--- config.mk ---
export PLATFORM = sky130hd
export DESIGN_NAME = pri_irq_ctrl
export DESIGN_NICKNAME = d
export VERILOG_FILES = /design/src/rtl/pri_irq_pkg.sv /design/src/rtl/pri_irq_sync.sv /design/src/rtl/pri_irq_capture.sv /design/src/rtl/pri_irq_ctrl.sv
export SDC_FILE = /design/constraint.sdc
export NUM_CORES = 1
export LEC_CHECK = 0
export CAP_MARGIN = 40
export CORE_MARGIN = 3
export CORE_UTILIZATION = 60
export DETAILED_ROUTE_END_ITERATION = 7
export PLACE_DENSITY = 0.83
export SETUP_SLACK_MARGIN = 0.02
export SLEW_MARGIN = 10
export SYNTH_ARGS = -nofsm -noshare
export SYNTH_HDL_FRONTEND = slang
export SYNTH_SLANG_ARGS = --single-unit
export TNS_END_PERCENT = 5
--- constraint.sdc ---
create_clock -name clk -period 3.65 [get_ports clk]
set_clock_uncertainty 0.05 [all_clocks]
set_input_delay 0.365 -clock clk [delete_from_list [all_inputs] [get_ports clk]]
set_output_delay 0.365 -clock clk [all_outputs]
set_load 0.1 [all_outputs]
--- src/rtl/pri_irq_pkg.sv ---
package pri_irq_pkg;
  localparam int NSRC  = 32;
  localparam int IDXW  = 6;
  localparam int AW    = 3;
  localparam int RSV_LO = 17;
  localparam int RSV_HI = 19;

  typedef enum logic [AW-1:0] {
    A_STAT  = 3'd0,
    A_ENAB  = 3'd1,
    A_MSTAT = 3'd2,
    A_TRIG  = 3'd3,
    A_POL   = 3'd4,
    A_ROUTE = 3'd5,
    A_PRIO  = 3'd6
  } reg_addr_e;

  // bit position of source n is NSRC-1-n
  function automatic logic [NSRC-1:0] rsvd_mask();
    logic [NSRC-1:0] m;
    m = '0;
    for (int n = RSV_LO; n <= RSV_HI; n++) m[NSRC-1-n] = 1'b1;
    return m;
  endfunction

  // lowest source number whose bit is set, NSRC if none
  function automatic logic [IDXW-1:0] first_pending(input logic [NSRC-1:0] v);
    logic [IDXW-1:0] r;
    r = IDXW'(NSRC);
    for (int n = NSRC-1; n >= 0; n--) if (v[NSRC-1-n]) r = IDXW'(n);
    return r;
  endfunction

  // set request: edge sources on a rising active level, level sources while active
  function automatic logic [NSRC-1:0] set_req(input logic [NSRC-1:0] act,
                                              input logic [NSRC-1:0] prev,
                                              input logic [NSRC-1:0] edge_sel);
    return (edge_sel & act & ~prev) | (~edge_sel & act);
  endfunction
endpackage

--- src/rtl/pri_irq_sync.sv ---
module pri_irq_sync #(
  parameter int W      = 32,
  parameter int STAGES = 2
) (
  input  logic         clk,
  input  logic         rst_n,
  input  logic [W-1:0] d,
  output logic [W-1:0] q
);
  logic [W-1:0] stg [STAGES];

  for (genvar i = 0; i < STAGES; i++) begin : g_stage
    if (i == 0) begin : g_first
      always_ff @(posedge clk or negedge rst_n)
        if (!rst_n) stg[i] <= '0;
        else        stg[i] <= d;
    end else begin : g_next
      always_ff @(posedge clk or negedge rst_n)
        if (!rst_n) stg[i] <= '0;
        else        stg[i] <= stg[i-1];
    end
  end

  assign q = stg[STAGES-1];
endmodule

--- src/rtl/pri_irq_capture.sv ---
module pri_irq_capture
  import pri_irq_pkg::*;
#(
  parameter int W = NSRC
) (
  input  logic         clk,
  input  logic         rst_n,
  input  logic [W-1:0] sync_in,
  input  logic [W-1:0] pol,
  input  logic [W-1:0] edge_sel,
  input  logic [W-1:0] clr,
  output logic [W-1:0] status
);
  localparam logic [W-1:0] RSVD = rsvd_mask();

  logic [W-1:0] active_w;
  logic [W-1:0] prev_q;
  logic [W-1:0] set_w;
  logic [W-1:0] status_d;

  assign active_w = ~(sync_in ^ pol);
  assign set_w    = set_req(active_w, prev_q, edge_sel) & ~RSVD;
  assign status_d = ((status & ~clr) | set_w) & ~RSVD;

  always_ff @(posedge clk or negedge rst_n)
    if (!rst_n) begin
      prev_q <= '0;
      status <= '0;
    end else begin
      prev_q <= active_w;
      status <= status_d;
    end

  AST_W1C_CLEARS: assert property (@(posedge clk) disable iff (!rst_n)
    ((clr & ~set_w) != '0) |=> ((status & $past(clr & ~set_w)) == '0));
  AST_EDGE_STICKY: assert property (@(posedge clk) disable iff (!rst_n)
    rst_n |=> ((status & $past(status & edge_sel & ~clr)) == $past(status & edge_sel & ~clr)));
  AST_LEVEL_HOLD: assert property (@(posedge clk) disable iff (!rst_n)
    rst_n |=> ((status & $past(active_w & ~edge_sel & ~RSVD)) == $past(active_w & ~edge_sel & ~RSVD)));
endmodule

--- src/rtl/pri_irq_ctrl.sv ---
module pri_irq_ctrl
  import pri_irq_pkg::*;
#(
  parameter int SYNC_STAGES = 2
) (
  input  logic            clk,
  input  logic            rst_n,
  input  logic [NSRC-1:0] irq_in,
  input  logic [AW-1:0]   reg_addr,
  input  logic            reg_wr,
  input  logic [NSRC-1:0] reg_wdata,
  output logic [NSRC-1:0] reg_rdata,
  output logic            irq_norm_o,
  output logic            irq_crit_o
);
  localparam logic [NSRC-1:0] RSVD = rsvd_mask();

  logic [NSRC-1:0] enab_q, trig_q, pol_q, route_q;
  logic [NSRC-1:0] sync_w, clr_w, status_w, mstat_w;
  logic [NSRC-1:0] pend_norm_w, pend_crit_w;
  logic [IDXW-1:0] prio_w;

  pri_irq_sync #(.W(NSRC), .STAGES(SYNC_STAGES)) sync_i (
    .clk(clk), .rst_n(rst_n), .d(irq_in), .q(sync_w));

  assign clr_w = (reg_wr && reg_addr == A_STAT) ? reg_wdata : '0;

  pri_irq_capture #(.W(NSRC)) cap_i (
    .clk(clk), .rst_n(rst_n), .sync_in(sync_w), .pol(pol_q),
    .edge_sel(trig_q), .clr(clr_w), .status(status_w));

  always_ff @(posedge clk or negedge rst_n)
    if (!rst_n) begin
      enab_q  <= '0;
      trig_q  <= '0;
      pol_q   <= '0;
      route_q <= '1;
    end else if (reg_wr) begin
      case (reg_addr)
        A_ENAB:  enab_q  <= reg_wdata;
        A_TRIG:  trig_q  <= reg_wdata;
        A_POL:   pol_q   <= reg_wdata;
        A_ROUTE: route_q <= reg_wdata;
        default: ;
      endcase
    end

  assign mstat_w     = status_w & enab_q;
  assign pend_norm_w = mstat_w & route_q;
  assign pend_crit_w = mstat_w & ~route_q;
  assign prio_w      = first_pending(mstat_w);

  always_ff @(posedge clk or negedge rst_n)
    if (!rst_n) begin
      irq_norm_o <= 1'b0;
      irq_crit_o <= 1'b0;
    end else begin
      irq_norm_o <= |pend_norm_w;
      irq_crit_o <= |pend_crit_w;
    end

  always_comb begin
    case (reg_addr)
      A_STAT:  reg_rdata = status_w;
      A_ENAB:  reg_rdata = enab_q;
      A_MSTAT: reg_rdata = mstat_w;
      A_TRIG:  reg_rdata = trig_q;
      A_POL:   reg_rdata = pol_q;
      A_ROUTE: reg_rdata = route_q;
      A_PRIO:  reg_rdata = {{(NSRC-IDXW){1'b0}}, prio_w};
      default: reg_rdata = '0;
    endcase
  end

  AST_RSVD_ZERO: assert property (@(posedge clk) disable iff (!rst_n)
    (status_w & RSVD) == '0);
  AST_NORM_FOLLOWS: assert property (@(posedge clk) disable iff (!rst_n)
    rst_n |=> (irq_norm_o == $past(|(status_w & enab_q & route_q))));
  AST_CRIT_FOLLOWS: assert property (@(posedge clk) disable iff (!rst_n)
    rst_n |=> (irq_crit_o == $past(|(status_w & enab_q & ~route_q))));
  AST_PRIO_NONE: assert property (@(posedge clk) disable iff (!rst_n)
    (prio_w == IDXW'(NSRC)) == (mstat_w == '0));
  AST_PRIO_HIT: assert property (@(posedge clk) disable iff (!rst_n)
    (mstat_w != '0) |-> mstat_w[NSRC-1-int'(prio_w)]);
endmodule

==> out/qor.txt <==
LOGIC SYNTHESIS
-------------------------------------------------------------------------------------
Avg Inst Size Synth                                                        13.2 sq um
Number of distinct library cells after synthesis                                   54
Gate count after technology mapping                                               823
Number of enable-type register cells in the synthesized netlist                     0
Net count after synthesis                                                         893
Number of synthesized register bits                                               246
Part of the Yosys area used for sequential elements                             57.1%
Fraction of synthesis flops using an asynchronous set or reset pin               100%
Cell area after synthesis                                                 10900 sq um
YS warnings                                                                         0
Top FF cell, synth                                                       sky130_fd_sc_hd__dfrtp_1

CELLS AND AREA
-------------------------------------------------------------------------------------
Most common cell after layout, fill and taps aside                       sky130_fd_sc_hd__dfrtp_1
P&R area growth vs syn                                                          22.2%
Fin nets                                                                         1006
N_diodes                                                                            0
Share of cells above drive strength 1                                           25.2%
Commonest cells after routing, fill and taps aside                       214 x sky130_fd_sc_hd__dfrtp_1, 101 x sky130_fd_sc_hd__nand2_1, 90 x sky130_fd_sc_hd__mux2_4
Final instance area                                                       13300 sq um
Cell Count, Final, Fillers Out                                                   1180

CRITICAL PATH
-------------------------------------------------------------------------------------
End of the worst register-to-register path                                 irq_crit_o
Crit Path Class                                                                in2out
Crit. End Element                                                          output pin
Critical path capture point                                              reg_rdata[0]
Launch instance of the worst register-to-register path                     enab_q[26]
Required time at the endpoint of the critical path                            3230 ps
R2R setup slack                                                               1750 ps
Launch point of the critical path                                         reg_addr[0]
Worst-path maximum fanout                                                          31
Data arrival time of the critical path                                        2700 ps
Number of cell instances on the worst register-to-register path                     5
CP Launch Type                                                             input port

CLOCKING
-------------------------------------------------------------------------------------
Clock tree from TritonCTS                                                         yes
Clock transition at the registers of the reported paths                         60 ps
H-tree lvl count                                                                    1
Cts bufs inserted                                                                  25
Root buffer cell                                                         sky130_fd_sc_hd__clkbuf_16
CTS sink count                                                                    246
Clock network latency to the later pin of the worst-skew pair                  530 ps
Deepest clock path buffer count                                                     3

DETAILED ROUTING
-------------------------------------------------------------------------------------
Routed Antenna Nets                                                                 0
Drt pass-1 iters                                                                    6
Total via count after detailed routing                                           7623
Routed length per instance                                                    23.5 um
Total wire length                                                             27.8 mm
Count of routing violations after the opening detailed-route iteration            685
Mean number of vias per cell                                                     6.46
DR DRC count                                                                        0

GLOBAL ROUTE
-------------------------------------------------------------------------------------
Number of global-route vias before repair                                        7995
GR Overflow Total                                                                   0
Global router's overall resource usage                                          28.2%
Number of antenna violations at the first check in global routing                   0
Largest net degree at the start of global routing                                 131
Wire length of the first global-routing pass                                  44.0 mm

PLACEMENT
-------------------------------------------------------------------------------------
Routability cong.                                                               0.922
DP Wirelength                                                                 18.1 mm
Cells after DPL                                                                  1133
Standard cell area after detailed placement                               12400 sq um
PortBufs                                                                          100

FLOORPLANNING
-------------------------------------------------------------------------------------
Starting Density                                                                62.1%
Overall die height                                                             141 um
Number of cell rows                                                                48
I/O pin total                                                                     104
Floorplan die area                                                        19700 sq um
Area of the core                                                          17500 sq um
Die width                                                                      141 um

STA
-------------------------------------------------------------------------------------
Max frequency                                                                 321 MHz
Number of pins with negative max-slew slack in the final report                     0
Minimum period implied by the final worst setup slack                         3120 ps
Count of final hold-check violations                                                0
Share of the cycle needed by the critical path after routing                    85.5%
Slew at the pin closest to its max-slew limit                                  706 ps
Setup violators final                                                               0
RSZ-0062 raised after global routing                                               no
Setup Total Neg Slack                                                            0 ps
Worst slew margin relative to its limit                                         52.9%

POWER
-------------------------------------------------------------------------------------
Power share of the clock group                                                  30.2%
Power density of the placed cells                                         630 nW/um^2
Peak supply drop                                                               466 uV
Net switching power                                                           2.66 mW
Sw Ratio                                                                        31.8%
Internal                                                                      5.70 mW
Register share of total power                                                   44.5%
Combinational share of power                                                    25.4%
Leakage power figure                                                          5.77 nW

RUN
-------------------------------------------------------------------------------------
Number of maximum-capacitance constraint violations                                 0

RUN STATUS
-------------------------------------------------------------------------------------
Result of the run                                                        finished, final reports clean

MIN PATH
-------------------------------------------------------------------------------------
Worst min-delay path category                                                in2async

## routing by layer
layer / global-route usage (%) / vias to the layer above / share of wire, %
li1: - / 3316 / -
met1: 40.0 / 3886 / 42
met2: 44.3 / 363 / 48
met3: 5.26 / 58 / 8.1
met4: 9.59 / 0 / 2.7
met5: 0 / - / 0
## worst max-delay path, stage by stage
cell,delay [ps]
sky130_fd_sc_hd__clkdlybuf4s50_1,700
sky130_fd_sc_hd__and3_4,600
sky130_fd_sc_hd__a22oi_1,170
sky130_fd_sc_hd__nand3_1,170
sky130_fd_sc_hd__nor4b_1,80
sky130_fd_sc_hd__a21oi_1,380
sky130_fd_sc_hd__buf_12,230
## metrics by stage
step | power (mW) | setup slack, ps | hold WS (ps) | util [%]
after global placement | 5.76 | 650 | 95.8 | 70.9
final | 8.36 | 530 | 160 | 75.9
after global routing | 8.67 | 464 | 170 | 75.9
after detailed placement | 5.84 | 631 | 94.9 | 71.1
after floorplan | 5.04 | 691 | 19.4 | -
after CTS | 8.37 | 593 | 160 | 75.9
## power groups by stage
stage               clock network (mW)  logic (mW)  registers (mW)
floorplan                            0        1.46            3.57
global placement                     0        2.05            3.70
detailed placement                   0        2.10            3.73
CTS                               2.55        2.12            3.70
global route                      2.66        2.24            3.77
finish                            2.52        2.12            3.72
## cell usage after synthesis (3+ instances only)
| master | count | area share, % |
|---|---|---|
| sky130_fd_sc_hd__dfrtp_1 | 214 | 49 |
| sky130_fd_sc_hd__nor2_1 | 7 | 0.24 |
| sky130_fd_sc_hd__buf_2 | 10 | 0.46 |
| sky130_fd_sc_hd__o21a_1 | 3 | 0.21 |
| sky130_fd_sc_hd__and2_1 | 6 | 0.35 |
| sky130_fd_sc_hd__a221o_1 | 4 | 0.37 |
| sky130_fd_sc_hd__mux2_1 | 30 | 3.1 |
| sky130_fd_sc_hd__nand2_2 | 3 | 0.17 |
| sky130_fd_sc_hd__mux2_4 | 90 | 12 |
| sky130_fd_sc_hd__buf_6 | 12 | 1.2 |
| sky130_fd_sc_hd__o21ai_0 | 7 | 0.32 |
| sky130_fd_sc_hd__xnor2_1 | 29 | 2.3 |
| sky130_fd_sc_hd__nor4_1 | 5 | 0.29 |
| sky130_fd_sc_hd__a32oi_1 | 25 | 2.0 |
| sky130_fd_sc_hd__nand3_1 | 59 | 2.7 |
| sky130_fd_sc_hd__o22ai_1 | 15 | 0.86 |
| sky130_fd_sc_hd__buf_4 | 7 | 0.48 |
| sky130_fd_sc_hd__a21oi_1 | 11 | 0.51 |
| sky130_fd_sc_hd__dfstp_2 | 32 | 7.7 |
| sky130_fd_sc_hd__mux2i_1 | 3 | 0.28 |
| sky130_fd_sc_hd__a22oi_1 | 58 | 4.0 |
| sky130_fd_sc_hd__nand2_1 | 101 | 3.5 |
| sky130_fd_sc_hd__mux2_2 | 9 | 0.93 |
| sky130_fd_sc_hd__nand4_1 | 8 | 0.46 |
| sky130_fd_sc_hd__a22o_1 | 34 | 2.7 |
| sky130_fd_sc_hd__clkbuf_1 | 7 | 0.24 |
## registers in the layout (all words and copies together) (netlist names)
signal        flops
irq_norm_o        1
irq_crit_o        1
cap_i.status     29
enab_q           32
sync_i.stg       29
pol_q            32
trig_q           32
cap_i.prev_q     29
route_q          32
sync_i.q         29
## cells by family after synthesis
kind of cell,count (synthesis),synth area share (%)
flip-flops,246,57.1
XOR/XNOR,29,2.34
AO/OA/AOI/OAI,171,12.0
buffers and inverters,38,2.52
AND/OR/NAND/NOR,207,9.30
multiplexers,132,16.8
## what timing repair did
| action | 4_1_cts | 5_1_grt |
|---|---|---|
| resized for setup | 0 | 0 |
| endpoints found under the hold margin | 214 | 0 |
| hold buffers | 1 | 0 |
| setup buffers | 0 | 0 |
| setup endpoints to repair | 0 | 0 |
## how the worst min path moves through the flow
| stage | startpoint | cells after the start | to | slack, ps |
|---|---|---|---|---|
| floorplan | rst_n | 0 | cap_i.prev_q[0] | 20 |
| global placement | rst_n | 1 | trig_q[14] | 100 |
| detailed placement | rst_n | 1 | trig_q[14] | 90 |
| CTS | rst_n | 2 | trig_q[14] | 160 |
| global route | rst_n | 2 | trig_q[14] | 170 |
| finish | rst_n | 2 | trig_q[14] | 160 |
## layout make-up
cell class,count,area (sq um)
clock buffer,39,758
clock inverter,7,66.3
fill,1055,4210
inverter,2,10.0
multi-input combinational,539,4400
sequential,246,6200
tap,225,282
timing repair buffer,122,1560
No activity file was read; power rests on OpenSTA's default activity.
